<file path="config.mk">
export PLATFORM = sky130hd
export DESIGN_NAME = vfm_gated_counter
export DESIGN_NICKNAME = d
export VERILOG_FILES = /design/src/rtl/vfm_pkg.sv /design/src/rtl/vfm_sync_edge.sv /design/src/rtl/vfm_window_timer.sv /design/src/rtl/vfm_sat_counter.sv /design/src/rtl/vfm_gated_counter.sv
export SDC_FILE = /design/constraint.sdc
export NUM_CORES = 1
export LEC_CHECK = 0
export ABC_CLOCK_PERIOD_IN_PS = 2450
export BUFFER_PORTS_ARGS = -buffer_cell sky130_fd_sc_hd__buf_2
export CAP_MARGIN = 20
export CORE_MARGIN = 2
export CORE_UTILIZATION = 58
export CTS_BUF_LIST = sky130_fd_sc_hd__clkbuf_2
export DETAILED_ROUTE_END_ITERATION = 10
export PLACE_DENSITY = 0.8
export SYNTH_ARGS = -nofsm -noshare
export SYNTH_HDL_FRONTEND = slang
export SYNTH_HIERARCHICAL = 1
export SYNTH_SLANG_ARGS = --single-unit
</file>
<file path="constraint.sdc">
create_clock -name clk -period 2.45 [get_ports clk]
set_input_delay 0.49 -clock clk [delete_from_list [all_inputs] [get_ports clk]]
set_output_delay 0.49 -clock clk [all_outputs]
set_load 0.005 [all_outputs]
</file>
<file path="src/rtl/vfm_pkg.sv">
package vfm_pkg;

    // Measurement sequencer states
    typedef enum logic [1:0] {
        ST_IDLE   = 2'd0,
        ST_SETTLE = 2'd1,
        ST_WINDOW = 2'd2,
        ST_TAIL   = 2'd3
    } vfm_state_e;

    // Control shared by both gated counters
    typedef struct packed {
        logic clr;
        logic vf_inc;
        logic ref_inc;
    } cnt_ctrl_t;

    localparam int DEF_CNT_W   = 24;
    localparam int DEF_WIN_LEN = 100000;
    localparam int DEF_SYNC    = 2;

endpackage

</file>
<file path="src/rtl/vfm_sync_edge.sv">
module vfm_sync_edge #(
    parameter int SYNC_STAGES = vfm_pkg::DEF_SYNC
) (
    input  logic clk,
    input  logic rst,
    input  logic din,
    output logic rise
);
    // SYNC_STAGES must be at least 2
    logic [SYNC_STAGES-1:0] sh_q;
    logic                   last_q;

    always_ff @(posedge clk) begin
        if (rst) begin
            sh_q   <= '0;
            last_q <= 1'b0;
        end else begin
            sh_q   <= {sh_q[SYNC_STAGES-2:0], din};
            last_q <= sh_q[SYNC_STAGES-1];
        end
    end

    assign rise = sh_q[SYNC_STAGES-1] & ~last_q;


    edge_pulse_chk: assert property (@(posedge clk) disable iff (rst)
        rise |=> !rise);

endmodule

</file>
<file path="src/rtl/vfm_window_timer.sv">
module vfm_window_timer #(
    parameter int WIN_LEN = vfm_pkg::DEF_WIN_LEN
) (
    input  logic clk,
    input  logic rst,
    input  logic run,
    input  logic tick,
    output logic win_end
);
    localparam int TW = (WIN_LEN > 1) ? $clog2(WIN_LEN + 1) : 1;
    localparam logic [TW-1:0] LAST = TW'(WIN_LEN - 1);

    logic [TW-1:0] cnt_q;

    assign win_end = run && tick && (cnt_q == LAST);

    always_ff @(posedge clk) begin
        if (rst || !run)
            cnt_q <= '0;
        else if (tick && !win_end)
            cnt_q <= cnt_q + 1'b1;
    end


    win_single_chk: assert property (@(posedge clk) disable iff (rst)
        win_end |=> !win_end);


    win_idle_chk: assert property (@(posedge clk) disable iff (rst)
        !run |=> cnt_q == '0);

endmodule

</file>
<file path="src/rtl/vfm_sat_counter.sv">
module vfm_sat_counter #(
    parameter int W = vfm_pkg::DEF_CNT_W
) (
    input  logic         clk,
    input  logic         rst,
    input  logic         clr,
    input  logic         inc,
    output logic [W-1:0] cnt
);
    localparam logic [W-1:0] MAXV = '1;

    always_ff @(posedge clk) begin
        if (rst || clr)
            cnt <= '0;
        else if (inc && cnt != MAXV)
            cnt <= cnt + 1'b1;
    end


    sat_hold_chk: assert property (@(posedge clk) disable iff (rst)
        (!clr && cnt == MAXV) |=> cnt == MAXV);


    no_wrap_chk: assert property (@(posedge clk) disable iff (rst)
        !clr |=> cnt >= $past(cnt));

endmodule

</file>
<file path="src/rtl/vfm_gated_counter.sv">
module vfm_gated_counter
    import vfm_pkg::*;
#(
    parameter int CNT_W       = DEF_CNT_W,
    parameter int WIN_LEN     = DEF_WIN_LEN,
    parameter int SYNC_STAGES = DEF_SYNC
) (
    input  logic             clk,
    input  logic             rst,
    input  logic             ref_ce,
    input  logic             cpu_ce,
    input  logic             vf_in,
    input  logic             delay_act,
    input  logic             rd_stb,
    output logic [CNT_W-1:0] vf_count,
    output logic [CNT_W-1:0] ref_count,
    output logic             meas_done
);
    vfm_state_e state_q, state_d;
    logic       gate_q, gate_d;
    logic       delay_q, delay_rise;
    logic       vf_edge, win_end, done_set;
    cnt_ctrl_t  ctrl;

    vfm_sync_edge #(.SYNC_STAGES(SYNC_STAGES)) u_sync (
        .clk (clk),
        .rst (rst),
        .din (vf_in),
        .rise(vf_edge)
    );

    vfm_window_timer #(.WIN_LEN(WIN_LEN)) u_timer (
        .clk    (clk),
        .rst    (rst),
        .run    (state_q == ST_WINDOW),
        .tick   (cpu_ce),
        .win_end(win_end)
    );

    assign delay_rise = delay_act & ~delay_q;

    // Sequencer: settle -> window -> tail (gate still open) -> idle
    always_comb begin
        state_d  = state_q;
        gate_d   = gate_q;
        done_set = 1'b0;
        if (delay_act) begin
            state_d = ST_SETTLE;
            gate_d  = 1'b0;
        end else begin
            case (state_q)
                ST_SETTLE: state_d = ST_WINDOW;
                ST_WINDOW: begin
                    if (vf_edge && !gate_q)
                        gate_d = 1'b1;
                    if (win_end) begin
                        if (gate_d)
                            state_d = ST_TAIL;
                        else begin
                            state_d  = ST_IDLE;
                            done_set = 1'b1;
                        end
                    end
                end
                ST_TAIL: begin
                    if (vf_edge) begin
                        gate_d   = 1'b0;
                        done_set = 1'b1;
                        state_d  = ST_IDLE;
                    end
                end
                default: ;
            endcase
        end
    end

    always_ff @(posedge clk) begin
        if (rst) begin
            state_q   <= ST_IDLE;
            gate_q    <= 1'b0;
            delay_q   <= 1'b0;
            meas_done <= 1'b0;
        end else begin
            state_q <= state_d;
            gate_q  <= gate_d;
            delay_q <= delay_act;
            if (delay_rise)
                meas_done <= 1'b0;
            else if (done_set)
                meas_done <= 1'b1;
            else if (rd_stb)
                meas_done <= 1'b0;
        end
    end

    always_comb begin
        ctrl.clr     = delay_rise;
        ctrl.vf_inc  = gate_q & vf_edge;
        ctrl.ref_inc = gate_q & ref_ce;
    end

    vfm_sat_counter #(.W(CNT_W)) u_vf_cnt (
        .clk(clk),
        .rst(rst),
        .clr(ctrl.clr),
        .inc(ctrl.vf_inc),
        .cnt(vf_count)
    );

    vfm_sat_counter #(.W(CNT_W)) u_ref_cnt (
        .clk(clk),
        .rst(rst),
        .clr(ctrl.clr),
        .inc(ctrl.ref_inc),
        .cnt(ref_count)
    );


    delay_hold_chk: assert property (@(posedge clk) disable iff (rst)
        delay_act |=> state_q == ST_SETTLE && !gate_q);


    done_on_close_chk: assert property (@(posedge clk) disable iff (rst)
        ($fell(gate_q) && !$past(delay_act)) |-> meas_done);


    frozen_chk: assert property (@(posedge clk) disable iff (rst)
        (!gate_q && !delay_rise) |=> $stable(vf_count) && $stable(ref_count));


    rd_clear_chk: assert property (@(posedge clk) disable iff (rst)
        (rd_stb && !done_set) |=> !meas_done);


    delay_clear_chk: assert property (@(posedge clk) disable iff (rst)
        delay_rise |=> vf_count == '0 && ref_count == '0 && !meas_done);

endmodule

</file>
==> results.json <==
{
  "first_pass_iters": 5,
  "globalplace.congestion": 0.847,
  "synth.yosys.seq_area_share_pct": 39.6,
  "cap_violations": 0,
  "muxShareOfSynthArea_pct": 0.271,
  "antenna_found_initial": 0,
  "async_reset_ff_share_pct": 0,
  "power.density_nw_per_um2": 457,
  "synth_area_per_cell_um2": 8.81,
  "min_period_over_period_pct": 89.2,
  "postRouteAntennaNets": 0,
  "post_cts_resized": 0,
  "rows": 29,
  "critPathLaunchType": "register",
  "r2r-start": "u_ref_cnt/cnt[0]",
  "fin_skew_ps": 19.7,
  "cts_setup_buffers": 0,
  "cts_max_path_buffers": 2,
  "worstPathRequired_ps": 2860,
  "arrival_ps": 2590,
  "post-route-min-period_ps": 2190,
  "place_hpwl_mm": 5.49,
  "cts_hold_repair.buffers": 0,
  "total_power_uw": 1880,
  "fillers": 522,
  "dieHeight_um": 83.8,
  "synth_fa_ha_area_share_pct": 1.02,
  "setup_viol": 0,
  "avgRoutedWirePerCell_um": 13.6,
  "gr-total-overflow": 0,
  "syn-num-nets": 429,
  "numCtsBuffers": 9,
  "cts_root_buf": "clkbuf_2",
  "ir_worst_vdd_mv": 0.288,
  "synthCells": 419,
  "synth_warnings": 6,
  "antennaDiodeCount": 0,
  "worstSetupPathType": "register to register",
  "core_um2": 6240,
  "fmax_mhz": 458,
  "ys_types": 58,
  "reg2reg_slack_ps": 260,
  "drc": 0,
  "initial_core_util_pct": 59.1,
  "hold_viol_final": 0,
  "grt_pass1_vias": 2823,
  "clk_pin_slew_worst_paths_ps": 180,
  "setup_tns_ps": 0,
  "cts_tree": "done",
  "io_buffers": 55,
  "max_stage_delay_ps": 600,
  "slew_viol_final": 0,
  "mostFrequentLayoutCell": "dfxtp_1",
  "htreeDepth": 3,
  "io_pins": 56,
  "hold_path.class": "primary input to register",
  "die-area_um2": 7020,
  "synth_seq_cells": 73,
  "clk_latency_ps": 490,
  "area.growth.synth_to_final_pct": 11.6,
  "slowest_stage": "a2111oi_4",
  "synthXorXnorAreaFrac_pct": 10.4,
  "final_cell_mix": "73 x dfxtp_1, 68 x nor2_1, 55 x buf_2",
  "drt_wl_total_mm": 7.57,
  "leakagePower_uw": 0.00161,
  "die_w_um": 83.8,
  "synth_compound_area_share_pct": 15.0,
  "path_cells": "ha_1 > and3_1 > and4bb_4 > a2111oi_4 > a31oi_1 > a41o_1",
  "hp-start": "vf_in",
  "cp-end-kind": "register",
  "synth-edff-count": 0,
  "track_usage_pct": 22.0,
  "max_slew_margin_pct": 62.9,
  "place_worst_setup_slack_ps": 305,
  "setup_ws_ps": 265,
  "ys.flop_type": "dfxtp_1",
  "synth_top_family_by_area": "simple AND/OR/NAND/NOR gates",
  "reg2regPathDepth": 6,
  "r2r-end": "u_ref_cnt/cnt[23]",
  "vias": 3200,
  "layout-drive-gt1-share_pct": 22.0,
  "rsz0062_at_grt": "false",
  "first_iter_violations": 150,
  "status": "finished clean",
  "yosys.area_share.simple_pct": 30.5,
  "whs_path_depth": 2,
  "cts.sinks": 73,
  "whs_endpoint": "u_sync/sh_q[0]",
  "grt_start_max_net_pins": 24,
  "nNetsFinal": 483,
  "cp_max_fo": 15,
  "syn-cell-area_um2": 3690,
  "vias_per_cell": 5.77,
  "worstMarginPinSlew_ps": 556,
  "grt_pass1_wl_mm": 12.8
}
[logic make-up (layout without fill, tap and decap cells)]
family | Yosys count | after routing
adders and majority gates | 3 | 3
xor gates and xnor gates | 44 | 44
and+or+nand+nor | 198 | 198
AOI/OAI and AO/OA | 74 | 74
DFF | 73 | 73
buffers and inverters | 26 | 85
muxes | 1 | 1
[layer usage]
layer	global-route usage [%]	vias to the layer above	routed length [µm]
li1	-	1620	-
met1	29.7	1489	3590
met2	35.3	81	3590
met3	4.95	10	302
met4	6.74	0	89
met5	0	-	0
[final cells by class]
| class | count | area [µm²] | share of cell area [%] |
|---|---|---|---|
| Multi-Input combinational cell | 320 | 2110 | 51.2 |
| Sequential cell | 73 | 1460 | 35.5 |
| Inverter | 9 | 33.8 | 0.820 |
| Clock inverter | 4 | 43.8 | 1.06 |
| Clock buffer | 12 | 60.1 | 1.46 |
| Tap cell | 77 | 96.3 | 2.34 |
| Timing Repair Buffer | 60 | 313 | 7.60 |
[per-stage QoR]
stage / std cells / util, % / hold WS (ps) / area, µm²
2_1_floorplan: 419 / - / 414 / 3690
3_3_place_gp: 539 / 64.3 / 438 / 4010
3_5_place_dp: 539 / 64.3 / 453 / 4010
4_1_cts: 555 / 66.0 / 175 / 4120
5_1_grt: 555 / 66.0 / 149 / 4120
6_report: 555 / 66.0 / 204 / 4120
[worst max path at each step]
stage	cells past startpoint	slack (ps)	end	from
2_1_floorplan	6	520	u_ref_cnt/cnt[19]	u_ref_cnt/cnt[0]
3_3_place_gp	6	410	u_ref_cnt/cnt[19]	u_ref_cnt/cnt[0]
3_5_place_dp	6	300	u_vf_cnt/cnt[23]	u_vf_cnt/cnt[0]
4_1_cts	6	280	u_vf_cnt/cnt[19]	u_vf_cnt/cnt[0]
5_1_grt	6	130	u_vf_cnt/cnt[19]	u_vf_cnt/cnt[0]
6_report	6	260	u_ref_cnt/cnt[23]	u_ref_cnt/cnt[0]
[registers in the layout (all words and copies together) (netlist names), 2 cells and up]
signal         cells
u_sync/sh_q        2
state_q            2
u_timer/cnt_q     17
u_vf_cnt/cnt      24
u_ref_cnt/cnt     24
[power by group]
group          internal (µW)  switching [µW]
registers               1190            3.09
logic                   13.6            35.5
clock network            243             394
total                   1450             433
[cells in the mapped netlist, types with 5 or more instances]
library cell	n	area [µm²]
a211oi_1	10	75.1
a21oi_1	28	140
a31oi_1	6	37.5
and3_1	7	43.8
buf_2	5	25.0
clkbuf_1	9	33.8
dfxtp_1	73	1460
inv_1	8	30.0
nand2_1	29	109
nand3_1	18	90.1
nand4_1	24	150
nor2_1	68	255
nor2b_1	5	31.3
o21ai_0	5	25.0
xnor2_1	32	280
xor2_1	12	105
[critical path, delay by kind of cell, from the launching register on]
| kind | cells | cell delay [ps] |
|---|---|---|
| compound gates | 3 | 980 |
| simple gates | 2 | 500 |
| flops | 1 | 410 |
| fa+ha+maj | 1 | 230 |
(Power assumes the default switching activity.)
